$ cat src/rtl/fcs_pkg.sv
package fcs_pkg;
  typedef enum logic [2:0] {
    S_IDLE, S_PRG, S_INIT, S_DATA, S_TRAIL, S_DONE
  } seq_st_e;

  typedef enum logic [1:0] {
    E_NONE    = 2'd0,
    E_INIT_LO = 2'd1,
    E_INIT_HI = 2'd2,
    E_DONE    = 2'd3
  } err_e;

  typedef enum logic [1:0] {B_IDLE, B_LO, B_HI} bit_st_e;
endpackage

$ cat src/rtl/fcs_sync.sv
module fcs_sync #(
  parameter int          W       = 2,
  parameter logic [W-1:0] RST_VAL = '0
) (
  input  logic         clk_i,
  input  logic         rst_ni,
  input  logic [W-1:0] d_i,
  output logic [W-1:0] q_o
);
  for (genvar g = 0; g < W; g++) begin : g_bit
    logic [1:0] ff_q;
    always_ff @(posedge clk_i or negedge rst_ni) begin
      if (!rst_ni) ff_q <= {2{RST_VAL[g]}};
      else         ff_q <= {ff_q[0], d_i[g]};
    end
    assign q_o[g] = ff_q[1];
  end
endmodule

$ cat src/rtl/fcs_timer.sv
module fcs_timer #(
  parameter int CYC = 375000
) (
  input  logic clk_i,
  input  logic rst_ni,
  input  logic run_i,
  input  logic restart_i,
  output logic expired_o
);
  localparam int CNT_W = $clog2(CYC + 1);
  localparam logic [CNT_W-1:0] LAST = CNT_W'(CYC - 1);

  logic [CNT_W-1:0] cnt_q;

  always_ff @(posedge clk_i or negedge rst_ni) begin
    if (!rst_ni)                 cnt_q <= '0;
    else if (restart_i || !run_i) cnt_q <= '0;
    else if (cnt_q != LAST)      cnt_q <= cnt_q + 1'b1;
  end

  assign expired_o = run_i && (cnt_q == LAST);

  assert_cnt_bound_R3: assert property (@(posedge clk_i) disable iff (!rst_ni)
    cnt_q <= LAST);
  assert_idle_clear_R4: assert property (@(posedge clk_i) disable iff (!rst_ni)
    !run_i |=> (cnt_q == '0));
endmodule

$ cat src/rtl/fcs_bitclk.sv
module fcs_bitclk
  import fcs_pkg::*;
#(
  parameter int HALF_DIV = 2
) (
  input  logic clk_i,
  input  logic rst_ni,
  input  logic go_i,
  input  logic bit_i,
  output logic idle_o,
  output logic cclk_o,
  output logic din_o
);
  localparam int PH_W = (HALF_DIV > 1) ? $clog2(HALF_DIV) : 1;
  localparam logic [PH_W-1:0] PH_LAST = PH_W'(HALF_DIV - 1);

  bit_st_e         st_q;
  logic [PH_W-1:0] ph_q;
  logic            cclk_q, din_q;

  always_ff @(posedge clk_i or negedge rst_ni) begin
    if (!rst_ni) begin
      st_q   <= B_IDLE;
      ph_q   <= '0;
      cclk_q <= 1'b1;
      din_q  <= 1'b1;
    end else begin
      unique case (st_q)
        B_IDLE: if (go_i) begin
          cclk_q <= 1'b0;
          din_q  <= bit_i;
          ph_q   <= '0;
          st_q   <= B_LO;
        end
        B_LO: if (ph_q == PH_LAST) begin
          cclk_q <= 1'b1;
          ph_q   <= '0;
          st_q   <= B_HI;
        end else begin
          ph_q <= ph_q + 1'b1;
        end
        B_HI: begin
          din_q <= 1'b1;  // data returns high once the rising edge is past
          if (ph_q == PH_LAST) st_q <= B_IDLE;
          else                 ph_q <= ph_q + 1'b1;
        end
        default: st_q <= B_IDLE;
      endcase
    end
  end

  assign idle_o = (st_q == B_IDLE);
  assign cclk_o = cclk_q;
  assign din_o  = din_q;

  assert_din_stable_R5: assert property (@(posedge clk_i) disable iff (!rst_ni)
    $rose(cclk_q) |-> (din_q == $past(din_q)));
  assert_din_high_R5: assert property (@(posedge clk_i) disable iff (!rst_ni)
    (cclk_q && $past(cclk_q)) |-> din_q);
  assert_cclk_low_R6: assert property (@(posedge clk_i) disable iff (!rst_ni)
    !cclk_q |-> (st_q == B_LO));
endmodule

$ cat src/rtl/fpga_cfg_seq.sv
module fpga_cfg_seq
  import fcs_pkg::*;
#(
  parameter int TMO_CYC    = 375000,
  parameter int HALF_DIV   = 2,
  parameter int TRAIL_BITS = 64
) (
  input  logic       clk_i,
  input  logic       rst_ni,
  input  logic       start_i,
  input  logic       bit_valid_i,
  input  logic       bit_data_i,
  input  logic       bit_last_i,
  output logic       bit_ready_o,
  output logic       prog_no,
  output logic       cclk_o,
  output logic       din_o,
  input  logic       init_i,
  input  logic       done_i,
  output logic       busy_o,
  output logic       ok_o,
  output logic [1:0] err_o
);
  localparam int TR_W = $clog2(TRAIL_BITS + 1);
  localparam logic [TR_W-1:0] TR_END = TR_W'(TRAIL_BITS);

  seq_st_e         st_q, st_d;
  err_e            err_q, err_d;
  logic            ok_q, ok_d;
  logic            prog_q;
  logic [TR_W-1:0] tr_q, tr_d;
  logic            init_s, done_s;
  logic            eng_idle, eng_go, eng_bit;
  logic            tmo_run, tmo_exp;

  fcs_sync #(.W(2), .RST_VAL(2'b01)) u_sync (
    .clk_i (clk_i),
    .rst_ni(rst_ni),
    .d_i   ({done_i, init_i}),
    .q_o   ({done_s, init_s})
  );

  assign tmo_run = (st_q == S_PRG) || (st_q == S_INIT) || (st_q == S_DONE);

  fcs_timer #(.CYC(TMO_CYC)) u_timer (
    .clk_i    (clk_i),
    .rst_ni   (rst_ni),
    .run_i    (tmo_run),
    .restart_i(st_d != st_q),
    .expired_o(tmo_exp)
  );

  fcs_bitclk #(.HALF_DIV(HALF_DIV)) u_bitclk (
    .clk_i (clk_i),
    .rst_ni(rst_ni),
    .go_i  (eng_go),
    .bit_i (eng_bit),
    .idle_o(eng_idle),
    .cclk_o(cclk_o),
    .din_o (din_o)
  );

  assign bit_ready_o = (st_q == S_DATA) && eng_idle;

  always_comb begin
    st_d    = st_q;
    err_d   = err_q;
    ok_d    = ok_q;
    tr_d    = tr_q;
    eng_go  = 1'b0;
    eng_bit = 1'b1;
    unique case (st_q)
      S_IDLE: if (start_i) begin
        st_d  = S_PRG;
        err_d = E_NONE;
        ok_d  = 1'b0;
      end
      S_PRG: begin
        if (!init_s)      st_d = S_INIT;
        else if (tmo_exp) begin
          st_d  = S_IDLE;
          err_d = E_INIT_LO;
        end
      end
      S_INIT: begin
        if (init_s)       st_d = S_DATA;
        else if (tmo_exp) begin
          st_d  = S_IDLE;
          err_d = E_INIT_HI;
        end
      end
      S_DATA: if (bit_valid_i && bit_ready_o) begin
        eng_go  = 1'b1;
        eng_bit = bit_data_i;
        if (bit_last_i) begin
          st_d = S_TRAIL;
          tr_d = '0;
        end
      end
      S_TRAIL: if (eng_idle) begin
        if (tr_q == TR_END) st_d = S_DONE;
        else begin
          eng_go = 1'b1;
          tr_d   = tr_q + 1'b1;
        end
      end
      S_DONE: begin
        if (done_s) begin
          st_d = S_IDLE;
          ok_d = 1'b1;
        end else if (tmo_exp) begin
          st_d  = S_IDLE;
          err_d = E_DONE;
        end
      end
      default: st_d = S_IDLE;
    endcase
  end

  always_ff @(posedge clk_i or negedge rst_ni) begin
    if (!rst_ni) begin
      st_q   <= S_IDLE;
      err_q  <= E_NONE;
      ok_q   <= 1'b0;
      tr_q   <= '0;
      prog_q <= 1'b1;
    end else begin
      st_q   <= st_d;
      err_q  <= err_d;
      ok_q   <= ok_d;
      tr_q   <= tr_d;
      prog_q <= (st_d != S_PRG);
    end
  end

  assign prog_no = prog_q;
  assign busy_o  = (st_q != S_IDLE);
  assign ok_o    = ok_q;
  assign err_o   = err_q;

  assert_prog_busy_R2: assert property (@(posedge clk_i) disable iff (!rst_ni)
    !prog_no |-> busy_o);
  assert_start_clear_R2: assert property (@(posedge clk_i) disable iff (!rst_ni)
    (!busy_o && start_i) |=> (busy_o && !prog_no && !ok_o && (err_o == 2'd0)));
  assert_end_release_R3: assert property (@(posedge clk_i) disable iff (!rst_ni)
    $fell(busy_o) |-> prog_no);
  assert_ready_phase_R6: assert property (@(posedge clk_i) disable iff (!rst_ni)
    bit_ready_o |-> (busy_o && prog_no && cclk_o));
  assert_result_excl_R8: assert property (@(posedge clk_i) disable iff (!rst_ni)
    !(ok_o && (err_o != 2'd0)));
  assert_hold_R9: assert property (@(posedge clk_i) disable iff (!rst_ni)
    (!busy_o && !start_i) |=> ($stable(ok_o) && $stable(err_o)));
  assert_trail_noready_R7: assert property (@(posedge clk_i) disable iff (!rst_ni)
    (st_q == S_TRAIL) |-> !bit_ready_o);
endmodule

$ cat config.mk
export PLATFORM = sky130hd
export DESIGN_NAME = fpga_cfg_seq
export DESIGN_NICKNAME = d
export VERILOG_FILES = /design/src/rtl/fcs_pkg.sv /design/src/rtl/fcs_sync.sv /design/src/rtl/fcs_timer.sv /design/src/rtl/fcs_bitclk.sv /design/src/rtl/fpga_cfg_seq.sv
export SDC_FILE = /design/constraint.sdc
export NUM_CORES = 1
export LEC_CHECK = 0
export BUFFER_PORTS_ARGS = -buffer_cell sky130_fd_sc_hd__buf_2
export CAP_MARGIN = 20
export CORE_ASPECT_RATIO = 1.1
export CORE_MARGIN = 3
export CORE_UTILIZATION = 50
export CTS_CLUSTER_SIZE = 10
export DETAILED_ROUTE_END_ITERATION = 16
export GPL_TIMING_DRIVEN = 0
export PLACE_DENSITY = 0.71
export SETUP_SLACK_MARGIN = 0.15
export SLEW_MARGIN = 10
export SYNTH_ARGS = -nofsm -noshare
export SYNTH_HDL_FRONTEND = slang
export SYNTH_SLANG_ARGS = --single-unit
$ cat constraint.sdc
create_clock -name clk_i -period 2.15 [get_ports clk_i]
set_input_delay 0.1075 -clock clk_i [delete_from_list [all_inputs] [get_ports clk_i]]
set_output_delay 0.1075 -clock clk_i [all_outputs]
set_load 0.02 [all_outputs]
### Yosys cells after proc, flatten, opt, wreduce, memory -nomap -nowiden

Index checks and enable logic that the tools add are counted.

| word-level totals | value |
|---|---|
| word-level logic and storage cells | 112 |
| output and inout port bits | 8 |
| register bits after elaboration | 42 |
| bits of input ports | 8 |

| operators by class | value |
|---|---|
| eq/ne operators | 27 |
| add/subtract/negate cells | 3 |
| muxes and demuxes | 46 |
| reduce and logical (&&, ||, !) cells | 24 |

Operators by type and width:

| operator | number |
|---|---|
| two-way mux 19 bit | 2 |
| two-way mux 7 bit | 4 |
| two-way mux 3 bit | 9 |
| two-way mux 2 bit | 10 |
| adder 19 x 1 -> 19 bit (second input constant) | 1 |
| equality test 19 bit (second input constant) | 1 |
| != test 19 bit (second input constant) | 1 |
| != test 2 bit (second input constant) | 9 |
| one-hot mux 3 bit (6 select lines) | 1 |
| one-hot mux 7 bit (2 select lines) | 1 |
| two-way mux 1 bit | 12 |
| != test 2 x 1 -> 1 bit (second input constant) | 6 |
| nonzero test 2 bit | 5 |
| AND reduction 3 bit | 3 |
| one-hot mux 1 bit (2 select lines) | 4 |
| one-hot mux 2 bit (4 select lines) | 1 |
| AND reduction 8 bit | 1 |
| adder 7 x 1 -> 7 bit (second input constant) | 1 |
| equality test 7 bit (second input constant) | 1 |
| equality test 3 x 2 -> 1 bit (second input constant) | 2 |
| equality test 3 bit (second input constant) | 2 |
| one-hot mux 2 bit (3 select lines) | 1 |
| nonzero test 3 bit | 2 |
| AND reduction 5 bit | 1 |
| 14 further kinds | 19 |

### Longest topological paths before layout

| depth | value |
|---|---|
| depth after elaboration | 10 |
| gate-level depth with buffers | 8 |
| depth with buffers taken out | 7 |

### Hierarchy

From an unflattened synthesis, not the netlist that was laid out.

| second synthesis, totals | value |
|---|---|
| cell total of the unflattened synthesis | 251 |
| area, all modules | 2,413.6 um2 |

Modules (own cells, without submodules):

| module | times used | area each (um2) | seq. area each (um2) | cells an instance |
|---|---|---|---|---|
| fcs_timer | 1 | 1,007.2 | 475.5 | 108 |
| fpga_cfg_seq | 1 | 938.4 | 351.6 | 107 |
| fcs_bitclk | 1 | 350.3 | 127.6 | 30 |
| fcs_sync | 1 | 117.6 | 102.6 | 6 |

### Least setup slack after synthesis

Ideal clock, no wire load.

| timing path | value |
|---|---|
| kind | reg2reg |
| start | reg u_timer.cnt_q[0] |
| end | reg u_timer.cnt_q[15] |
| cell stages (with the launch flop) | 8 |
| slack | -0.003 ns |
| setup time | 0.119 ns |
| clock period less this slack | 2.153 ns |
| data required time | 2.031 ns |
| arrival time | 2.034 ns |
| path buffers | 1 |
| cells stage by stage | dfrtp_1 ha_1 nand3_1 or4b_1 o31a_1 o32ai_4 buf_6 nor2_1 |

| between the ends | value |
|---|---|
| cells in the longest elaborated chain, start to end | 8 |
| elaborated cells between the ends (all ways) | 14 |
| classes of those cells | add/sub: 1; eq/ne: 3; mux: 7; reduce/logical: 3 |

RTL lines:

| item | RTL line | source |
|---|---|---|
| start: declaration | fcs_timer.sv:13 | `logic [CNT_W-1:0] cnt_q;` |
| start signal: assignment | fcs_timer.sv:18 | `else if (cnt_q != LAST) cnt_q <= cnt_q + 1'b1;` |
| equality test 19 bit | fcs_timer.sv:21 | `assign expired_o = run_i && (cnt_q == LAST);` |
| logical AND 1 bit | fcs_timer.sv:21 |  |
| two-way mux 3 bit | fpga_cfg_seq.sv:80, fpga_cfg_seq.sv:87, fpga_cfg_seq.sv:111 |  |
| two-way mux 3 bit, on equally long branches | fpga_cfg_seq.sv:108, fpga_cfg_seq.sv:79, fpga_cfg_seq.sv:86 |  |
| one-hot mux 3 bit (6 select lines) | fpga_cfg_seq.sv:72 | `unique case (st_q)` |
| != test 3 bit | fpga_cfg_seq.sv:49 | `.restart_i(st_d != st_q),` |
| logical OR 1 bit | fcs_timer.sv:17 | `else if (restart_i \|\| !run_i) cnt_q <= '0;` |
| two-way mux 19 bit / nonzero test 2 bit (equally long branches) | n/a |  |

Several ways; a longest one is shown, not always the timed one. The select of a mux whose other input is x is not followed.
A chain may end at the register's enable or synchronous reset.

### Worst setup path in the final report

| timing path | value |
|---|---|
| start | reg u_timer.cnt_q[1] |
| end | reg u_timer.cnt_q[12] |

The elaborated chain is that of the path after synthesis.

==> flow_summary.ini <==
[status]
status = finished, violations left
violations = negative setup slack

[final_layout]
drive_gt1_share_pct = 24.4
area_delta_synth_final_pct = 21.4
stdcell_area_sq_um = 2810
num-nets-final = 294
n_antenna_cell = 0
fin_util_pct = 64.1
fin_cells = 333
fillCellCount = 358

[routing]
met1_length_mm = 2.32
top_layer = met4
dr_wl_met2_mm = 2.46
dr.pass1.iters = 6
vias_per_cell = 5.63
wl_per_cell_microns = 15.3
wirelength_mm = 5.09
antenna_left = 0
routed-wl-met3_microns = 226
vias = 1876
drt_iter0_drc = 121
drc_errors = 0

[critical_path]
crit_path_top_delay_cell = or4b_4
slowest_delay_ns = 0.51
worst_ep_arrival_time_ns = 2.40
crit_path_max_fanout = 5
crit_chain = ha_4, nand3_4, or4b_4, o31a_1, o32ai_4, buf_6, nor2_1
crit_buf_inv = 1
cp.required_ns = 2.33
cp-end-kind = flip-flop
worstSetupStartpoint = u_timer.cnt_q[1]
r2r-start = u_timer.cnt_q[1]
r2r_end = u_timer.cnt_q[12]
worstSetupPathDepth = 7
crit_type = flip-flop to flip-flop
r2r_cells = 7
cp-start-kind = flip-flop
path_delay_family = compound AO/OA/AOI/OAI gates
r2r_slack_ns = -0.07

[synth]
yosysWarnings = 0
syn-num-nets = 255
synth-xor-area-share_pct = 8.33
synth_edf_count = 0
muxShareOfSynthArea_pct = 1.78
yosysSeqAreaShare_pct = 45.7
synth_area_leader_cell = dfrtp_1
synth_cells = 239
dominantRegCellSynth = dfrtp_1
synth_top_family_by_area = simple AND/OR/NAND/NOR gates
async_flop_share_pct = 100
yosys.area_share.simple_pct = 23.7
yosys-top-cells-area = dfrtp_1 40%, nor2_1 6.2%, dfstp_2 5.7%
syn_area_sq_um = 2310
synth-compound-area-share_pct = 13.3
netlist.area_leader.share_pct = 40.0
yosys.area_share.adder_pct = 4.33
avgSynthCellArea_sq_um = 9.68
ys_types = 48
ys_ff_latch = 42

[hold_path]
min_to = u_bitclk.cclk_o
hold_depth = 4
hp-class = input port to flip-flop
hold_start = bit_valid_i

[clocking]
clkTransAtPathRegs_ns = 0.09
numCtsBuffers = 5
cts_tree = done
cts.sinks = 42
cts-root-buf = clkbuf_8
cts_max_level = 2
clock_path_buffers = 2
clk_latency_ns = 0.30

[placement]
placed_area_sq_um = 2460
portBuffers = 15
gp_congestion = 0.783
dp_hpwl_mm = 3.27
dp_slack_ns = -0.257
dp.cells = 308

[floorplanning]
num_rows = 25
die_y_microns = 77.3
fp.dieW_microns = 70.9
ios = 16
dieArea_sq_um = 5480
coreArea_sq_um = 4380
start_util_pct = 52.8

[global_route]
grt_first_pass_wirelength_mm = 8.41
antenna_found_initial = 0
grt_max_degree = 43
first_global_vias = 1859
grt-ovfl-total = 0
grt_usage_pct = 19.2

[sta]
report.final.slew_viol_count = 0
maxClockFrequency_mhz = 451
hold_viol_final = 0
setup_violations = 19
fin_skew_ns = 0.0139
fin_ws_ns = -0.0685
post-route-period-util_pct = 103
period_needed_ns = 2.22
tightest_slew_ns = 0.935
tns_ns = -1.04
rsz0062_at_grt = true
maxSlewHeadroom_pct = 37.7

[run]
cap_violations = 0

[pwr]
ir_worst_vdd_mv = 0.642
leakagePower_nw = 1.19
powerDensity_nw_per_um2 = 1060
## final cells by class
class,instances,area (sq um),share of cell area [%]
timing repair buffer,32,218,7.75
buffer,6,38.8,1.38
inverter,9,33.8,1.20
multi-input combinational,182,1310,46.7
sequential,42,1060,37.7
tap,54,67.6,2.41
clock buffer,8,80.1,2.85
## cells by family after synthesis
family / count (synthesis)
muxes: 4
buffers and inverters: 15
DFF: 42
and+or+nand+nor: 107
adders and majority gates: 8
AOI/OAI and AO/OA: 41
xor gates and xnor gates: 22
## sequential cells by signal, indices dropped and copies added (netlist names), 2 cells and up
| signal | count |
|---|---|
| err_o | 2 |
| st_q | 3 |
| tr_q | 7 |
| u_bitclk.st_q | 2 |
| u_sync.g_bit.ff_q | 4 |
| u_timer.cnt_q | 19 |
## report_power, final
part           internal [mW]  leakage, nW  switching [mW]
Clock                  0.231       0.0395           0.272
Sequential             0.956        0.546           0.177
Combinational          0.610        0.609           0.743
## layout by cell type (no fill, tap or decap), types with 2 or more instances in the layout
master / synthesis / final
nand4_1: 5 / 5
o21ai_0: 7 / 6
nor2b_1: 4 / 4
and2_1: 4 / 2
nand3_1: 13 / 12
mux2i_1: 3 / 3
inv_1: 9 / 9
nor2_1: 38 / 26
buf_2: 2 / 16
ha_1: 8 / 7
o22a_1: 2 / 2
buf_6: 1 / 4
clkbuf_1: 3 / 6
a21boi_0: 2 / 2
dlygate4sd3_1: 0 / 3
and4_1: 2 / 2
xor2_1: 13 / 13
dfstp_2: 5 / 5
nand2b_1: 5 / 5
clkbuf_8: 0 / 5
nand2_1: 13 / 13
a21o_1: 3 / 3
a31oi_1: 2 / 2
nor3_2: 0 / 2
o31ai_1: 3 / 3
dfrtp_1: 37 / 36
nor3_1: 5 / 3
buf_4: 0 / 12
nor2_2: 0 / 12
a21oi_1: 11 / 11
xnor2_1: 9 / 9
and3_1: 7 / 7
## timing repair
item | in CTS | in global routing
setup endpoints to repair | 28 | 34
cloned | 1 | 0
pin swaps | 14 | 7
resized for setup | 8 | 25
setup buffers | 5 | 8
endpoints found under the hold margin | 39 | 0
hold buffers | 3 | 0
## worst register-to-register path, cell delays in order (launching register included)
cell     delay [ns]
dfrtp_1        0.41
ha_4           0.17
nand3_4        0.07
or4b_4         0.51
o31a_1         0.30
o32ai_4        0.40
buf_6          0.18
nor2_1         0.05
## metrics by stage
stage	total power [mW]	hold slack (ns)
after floorplan	1.91	-0.188
after global routing	3.18	0.184
after detailed placement	2.18	0.218
final	2.99	0.159
after CTS	2.87	0.152
after global placement	2.16	0.213
## synth_stat cells, types with 2 or more instances
library cell / n
a21boi_0: 2
a21o_1: 3
a21oi_1: 11
a31oi_1: 2
and2_1: 4
and3_1: 7
and4_1: 2
buf_2: 2
clkbuf_1: 3
dfrtp_1: 37
dfstp_2: 5
ha_1: 8
inv_1: 9
mux2i_1: 3
nand2_1: 13
nand2b_1: 5
nand3_1: 13
nand4_1: 5
nor2_1: 38
nor2b_1: 4
nor3_1: 5
nor4_1: 2
nor4bb_1: 2
o21ai_0: 7
o22a_1: 2
o31ai_1: 3
xnor2_1: 9
xor2_1: 13
## how the worst max path moves through the flow
stage,endpoint,slack [ns]
2_1_floorplan,u_timer.cnt_q[15],0.01
3_3_place_gp,u_timer.cnt_q[11],-0.19
3_5_place_dp,u_timer.cnt_q[12],-0.26
4_1_cts,u_timer.cnt_q[12],-0.08
5_1_grt,u_timer.cnt_q[12],-0.17
6_report,u_timer.cnt_q[12],-0.07
## per-layer routing
layer / up-vias / GRT usage, %
li1: 922 / -
met2: 48 / 31.0
met4: 0 / 6.77
met3: 12 / 5.31
met5: - / 0
met1: 894 / 24.6
Power figures use the tool's default switching activity.
